## src/rtl/iort_pkg.sv

```systemverilog
package iort_pkg;

  // Counter value loaded at an I/O start for a given code: the spacing
  // is 2^code clocks, and the start clock itself is one of them.
  function automatic int unsigned reload_of(input int unsigned code);
    if (code == 0) return 0;
    return (32'd1 << code) - 32'd1;
  endfunction

endpackage

```

## src/rtl/iort_rst_sync.sv

```systemverilog
module iort_rst_sync #(
  parameter int STAGES = 2
) (
  input  logic clk,
  input  logic rst_n,
  output logic rst_n_sync
);

  logic [STAGES-1:0] sync_q;

  always_ff @(posedge clk or negedge rst_n) begin
    if (!rst_n) sync_q <= '0;
    else        sync_q <= {sync_q[STAGES-2:0], 1'b1};
  end

  assign rst_n_sync = sync_q[STAGES-1];

endmodule

```

## src/rtl/iort_cfg.sv

```systemverilog
module iort_cfg #(
  parameter int CODE_W   = 3,
  parameter int RST_CODE = 5
) (
  input  logic              clk,
  input  logic              rst_n,
  input  logic              wr_en,
  input  logic [CODE_W-1:0] wr_code,
  output logic [CODE_W-1:0] code
);

  logic [CODE_W-1:0] code_q, code_d;

  always_comb begin
    code_d = code_q;
    if (wr_en) code_d = wr_code;
  end

  always_ff @(posedge clk or negedge rst_n) begin
    if (!rst_n)     code_q <= CODE_W'(RST_CODE);
    else if (wr_en) code_q <= code_d;
  end

  assign code = code_q;

  p_cfg_load_r7: assert property (@(posedge clk) disable iff (!rst_n)
    wr_en |=> code == $past(wr_code));

  p_cfg_hold_r8: assert property (@(posedge clk) disable iff (!rst_n)
    !wr_en |=> $stable(code));

endmodule

```

## src/rtl/iort_decode.sv

```systemverilog
module iort_decode #(
  parameter int CODE_W = 3,
  parameter int CNT_W  = 7
) (
  input  logic [CODE_W-1:0] code,
  output logic [CNT_W-1:0]  reload
);

  localparam int NCODES = 1 << CODE_W;

  logic [CNT_W-1:0] table_w [NCODES];

  for (genvar i = 0; i < NCODES; i++) begin : g_tbl
    assign table_w[i] = CNT_W'(iort_pkg::reload_of(i));
  end

  assign reload = table_w[code];

endmodule

```

## src/rtl/iort_counter.sv

```systemverilog
module iort_counter #(
  parameter int CNT_W = 7
) (
  input  logic             clk,
  input  logic             rst_n,
  input  logic             load,
  input  logic [CNT_W-1:0] load_val,
  output logic             busy
);

  logic [CNT_W-1:0] cnt_q, cnt_d;
  logic             cnt_en;

  always_comb begin
    cnt_en = load || (cnt_q != '0);
    cnt_d  = cnt_q;
    if (load)              cnt_d = load_val;
    else if (cnt_q != '0)  cnt_d = cnt_q - 1'b1;
  end

  always_ff @(posedge clk or negedge rst_n) begin
    if (!rst_n)      cnt_q <= '0;
    else if (cnt_en) cnt_q <= cnt_d;
  end

  assign busy = (cnt_q != '0);

  p_load_r2: assert property (@(posedge clk) disable iff (!rst_n)
    load |=> cnt_q == $past(load_val));

  p_count_down_r4: assert property (@(posedge clk) disable iff (!rst_n)
    (!load && cnt_q != '0) |=> cnt_q == $past(cnt_q) - 1'b1);

  p_rest_r6: assert property (@(posedge clk) disable iff (!rst_n)
    (!load && cnt_q == '0) |=> cnt_q == '0);

endmodule

```

## src/rtl/iort_enforcer.sv

```systemverilog
module iort_enforcer #(
  parameter int CODE_W   = 3,
  parameter int RST_CODE = 5
) (
  input  logic              clk,
  input  logic              rst_n,
  input  logic              cfg_we,
  input  logic [CODE_W-1:0] cfg_code,
  input  logic              req_valid,
  input  logic              req_io,
  input  logic              start_strb,
  input  logic              start_io,
  output logic              grant,
  output logic              io_stall
);

  localparam int CNT_W = (1 << CODE_W) - 1;

  logic              rst_n_s;
  logic [CODE_W-1:0] cur_code;
  logic [CNT_W-1:0]  reload;
  logic              io_start;
  logic              busy;

  iort_rst_sync #(.STAGES(2)) u_rst (
    .clk        (clk),
    .rst_n      (rst_n),
    .rst_n_sync (rst_n_s)
  );

  iort_cfg #(.CODE_W(CODE_W), .RST_CODE(RST_CODE)) u_cfg (
    .clk     (clk),
    .rst_n   (rst_n_s),
    .wr_en   (cfg_we),
    .wr_code (cfg_code),
    .code    (cur_code)
  );

  iort_decode #(.CODE_W(CODE_W), .CNT_W(CNT_W)) u_dec (
    .code   (cur_code),
    .reload (reload)
  );

  assign io_start = start_strb && start_io;

  iort_counter #(.CNT_W(CNT_W)) u_cnt (
    .clk      (clk),
    .rst_n    (rst_n_s),
    .load     (io_start),
    .load_val (reload),
    .busy     (busy)
  );

  always_comb begin
    grant    = 1'b0;
    io_stall = 1'b0;
    if (req_valid) begin
      if (!req_io)   grant    = 1'b1;
      else if (busy) io_stall = 1'b1;
      else           grant    = 1'b1;
    end
  end

  p_mem_pass_r5: assert property (@(posedge clk) disable iff (!rst_n_s)
    (req_valid && !req_io) |-> (grant && !io_stall));

  p_idle_quiet_r9: assert property (@(posedge clk) disable iff (!rst_n_s)
    !req_valid |-> (!grant && !io_stall));

endmodule

```

## config.mk

```make
export PLATFORM = sky130hd
export DESIGN_NAME = iort_enforcer
export DESIGN_NICKNAME = d
export VERILOG_FILES = /design/src/rtl/iort_pkg.sv /design/src/rtl/iort_rst_sync.sv /design/src/rtl/iort_cfg.sv /design/src/rtl/iort_decode.sv /design/src/rtl/iort_counter.sv /design/src/rtl/iort_enforcer.sv
export SDC_FILE = /design/constraint.sdc
export NUM_CORES = 1
export LEC_CHECK = 0
export ABC_AREA = 1
export BUFFER_PORTS_ARGS = -buffer_cell sky130_fd_sc_hd__buf_4
export CAP_MARGIN = 20
export CORE_MARGIN = 10
export CORE_UTILIZATION = 41
export CTS_BUF_LIST = sky130_fd_sc_hd__clkbuf_4
export DETAILED_ROUTE_END_ITERATION = 8
export GPL_TIMING_DRIVEN = 0
export MAX_ROUTING_LAYER = met4
export PLACE_DENSITY = 0.61
export RECOVER_POWER = 25
export SLEW_MARGIN = 20
export SYNTH_ARGS = -nofsm -noshare
export SYNTH_HDL_FRONTEND = slang
export SYNTH_SLANG_ARGS = --single-unit
```

## constraint.sdc

```tcl
create_clock -name clk -period 1.3 [get_ports clk]
set_input_delay 0.195 -clock clk [delete_from_list [all_inputs] [get_ports clk]]
set_output_delay 0.195 -clock clk [all_outputs]
set_load 0.01 [all_outputs]
```

==> run summary <==
============================================================================
Initial cell density of the core                                      0.4446
Non-Filler Instances                                                     120
Clock-pin transition on the worst setup and hold timing paths        0.08 ns
Maximum fanout encountered on the critical timing path                     4
Hold Vio Cnt, Final                                                        0
Worst min path class                                                  in2reg
Violations in the final reports                                 setup timing
Outcome                                                         finished with violations
Power density of the placed cells                               1862 nW/um^2
Commonest non-fill, non-tap cells in the layout                 17 x sky130_fd_sc_hd__buf_4, 12 x sky130_fd_sc_hd__nand2_1, 9 x sky130_fd_sc_hd__inv_1
Initial detailed-routing violation count                                   7
Setup repair after global routing missed its margin                     true
Initial antenna violation count                                            0
First-pass GRT wire length                                           2539 um
Minimum clock period after layout                                   1.448 ns
Die area                                                           3735 um^2
Category of the worst setup path launch point                      flip-flop
Net switching power figure                                       0.0006959 W
Maximum clock rate                                                 690.5 MHz
Post-synthesis cell type count                                            21
Pins over their slew limit                                                 0
Sum of net half-perimeters after detailed placement                  1141 um
Final setup slack of the worst path                               -0.1483 ns
Total Power                                                       0.001703 W
Worst-case clock skew                                            0.002819 ns
Arrival time of the worst setup path                                 1.25 ns
Data required time of the critical path                              1.11 ns
Part of the total power dissipated in combinational logic              0.501
Ports placed on the boundary                                              12
Part of the Yosys area used for sequential elements                   0.4368
Placed Cells incl. Taps                                                  108
Antenna cells                                                              0
Clock network fraction of design power                                 0.135
Highest cell delay on the worst timing path                          0.40 ns
CTS tree                                                               built
Area Overhead vs Synth                                                31.95%
Filler cell count in the final layout                                    143
Storage cell area                                                 305.3 um^2
Site row count                                                            14
Sort of element at the end of the critical path                   output pin
H-Tree Level Count                                                         1
Gpl congestion                                                        0.7706
Core area                                                          1559 um^2
CP max stage cell                                               sky130_fd_sc_hd__dfrtp_1
Post-Place Worst Slack                                            -0.1579 ns
CTS buffer count                                                           3
Cell internal pwr                                                 0.001007 W
Total wire length                                                    1533 um
Vias after detailed routing                                              592
VDD IR-drop max                                                  0.0007641 V
Clock latency on the worst-skew pair                                 0.26 ns
Buffer and inverter count on the worst path                                2
Post-DR wirelength/cell                                             12.78 um
Final Net Count                                                          117
Dominant register cell in the synthesized netlist               sky130_fd_sc_hd__dfrtp_1
Maximum number of buffers from clock root to sink                          2
DRT Pass-1 Iters                                                           4
Synthesized area per cell                                         8.558 um^2
Vert. Die Dim                                                       61.12 um
Sequence of cells on the critical path                          inv_2 > ha_4 > nand4_4 > a21oi_2 > buf_4
Crit Path Class                                                      reg2out
Layout cell share with drive strength beyond 1                        0.4038
Number of nets with antenna violations after detailed routing              0
Overflow left after global routing                                         0
X dimension of the die                                              61.12 um
Via count of the first global-routing pass                               581
Cell Area, Synth                                                  693.2 um^2
Number of cells produced by synthesis                                     81
Most common cell after layout, fill and taps aside              sky130_fd_sc_hd__buf_4
Global-route usage over all layers                                   0.09181
Synth warn                                                                 0
Detail-routed via count per cell                                       4.933
Fraction of power consumed by sequential logic                         0.364
Count of buffers from port buffering                                      11
Cell leakage power                                                 0.4441 nW
Area of the multi-input gates                                     376.6 um^2
Total clock sinks                                                         12
Kind of cell adding the most delay to the critical path           flip-flops
Final critical-path share of the clock period                          1.114
Setup-failing EPs final                                                    9
Post-synth EDFFs                                                           0
Synthesized flop and latch total                                          12
Cell at the root of the clock tree                              sky130_fd_sc_hd__clkbuf_4
Switching share of total power                                        0.4086
Number of design rule violations left after detail routing                 0
Async set-or-reset flop fraction in the synthesized netlist            1.000
Count of max-cap constraint violations                                     0
Pin count of the biggest net entering global routing                      11
Nets in the synthesized netlist                                           93
============================================================================
==> what timing repair did <==
action | 4_1_cts | 5_1_grt
hold endpoints to repair | 2 | 0
pin swaps | 2 | 0
setup endpoints to repair | 9 | 4
resized for setup | 8 | 3
buffers inserted | 6 | 1
hold buffers | 1 | 0
==> cells by family after synthesis <==
group | count (synthesis) | share of synthesized area
other cells | 1 | 0.005410
buf+inv | 12 | 0.06498
compound gates | 14 | 0.1155
simple gates | 38 | 0.3087
fa+ha+maj | 2 | 0.03610
mux | 2 | 0.03249
flops | 12 | 0.4368
==> per-layer routing <==
layer	routed length, um	vias to the layer above	global-route usage
li1	-	310	-
met1	717	273	0.1071
met2	777	7	0.1494
met3	26	2	0.01852
met4	12	0	0.03909
met5	0	-	-
==> flip-flops by register name, summed over array words and instances, names as in the netlist <==
name	cells
u_cnt.cnt_q	7
u_cfg.code	3
u_rst.sync_q	2
==> final cells by class <==
type | instances | area share
multi-input cells | 57 | 0.4118
clock buffers | 3 | 0.02462
inverters | 12 | 0.04925
flip-flops and latches | 12 | 0.3338
repair buffers | 19 | 0.1546
clock inverters | 1 | 0.004104
well taps | 16 | 0.02189
==> power groups by stage <==
stage / Combinational [W] / Clock [W] / Sequential, W
global placement: 0.000618 / 0 / 0.000617
finish: 0.000853 / 0.000230 / 0.000620
floorplan: 0.000509 / 0 / 0.000597
global route: 0.000959 / 0.000245 / 0.000634
detailed placement: 0.000637 / 0 / 0.000620
CTS: 0.000828 / 0.000236 / 0.000613
==> worst paths after layout <==
check / startpoint / to / slack (ns) / cells after the start
min in group asynchronous: u_rst.sync_q[1] / u_cfg.code[1] / 0.16 / 0
max reg2reg: u_cnt.cnt_q[1] / u_cnt.cnt_q[1] / -0.04 / 9
min reg2reg: u_rst.sync_q[1] / u_cfg.code[1] / 0.16 / 0
max: u_cnt.cnt_q[1] / grant / -0.15 / 5
max in group asynchronous: u_rst.sync_q[1] / u_cfg.code[2] / 0.81 / 0
min: cfg_we / u_cfg.code[2] / 0.11 / 2
==> per-stage QoR <==
| stage | utilization | setup TNS (ns) | hold slack (ns) | instance area [um^2] |
|---|---|---|---|---|
| 2_1_floorplan | - | 0 | -0.1006 | 693.2 |
| 3_3_place_gp | 0.5104 | -0.3959 | -0.02272 | 795.8 |
| 3_5_place_dp | 0.5104 | -0.5565 | -0.02087 | 795.8 |
| 4_1_cts | 0.5811 | -0.3004 | 0.1130 | 905.9 |
| 5_1_grt | 0.5867 | -1.015 | 0.1441 | 914.6 |
| 6_report | 0.5867 | -0.4309 | 0.1115 | 914.6 |
==> Yosys cell counts, types with 2 or more instances <==
cell type / number / area, um^2
sky130_fd_sc_hd__dfrtp_1: 10 / 250.2
sky130_fd_sc_hd__nor2_4: 3 / 33.78
sky130_fd_sc_hd__nand2_1: 13 / 48.80
sky130_fd_sc_hd__nand3_1: 7 / 35.03
sky130_fd_sc_hd__nand2_2: 3 / 18.77
sky130_fd_sc_hd__dfstp_2: 2 / 52.55
sky130_fd_sc_hd__a21oi_1: 5 / 25.02
sky130_fd_sc_hd__ha_1: 2 / 25.02
sky130_fd_sc_hd__mux2_2: 2 / 22.52
sky130_fd_sc_hd__nor2_1: 7 / 26.28
sky130_fd_sc_hd__inv_1: 11 / 41.29
sky130_fd_sc_hd__nand4_1: 2 / 12.51
sky130_fd_sc_hd__o21ai_0: 6 / 30.03
Power figures use the tool's default switching activity.
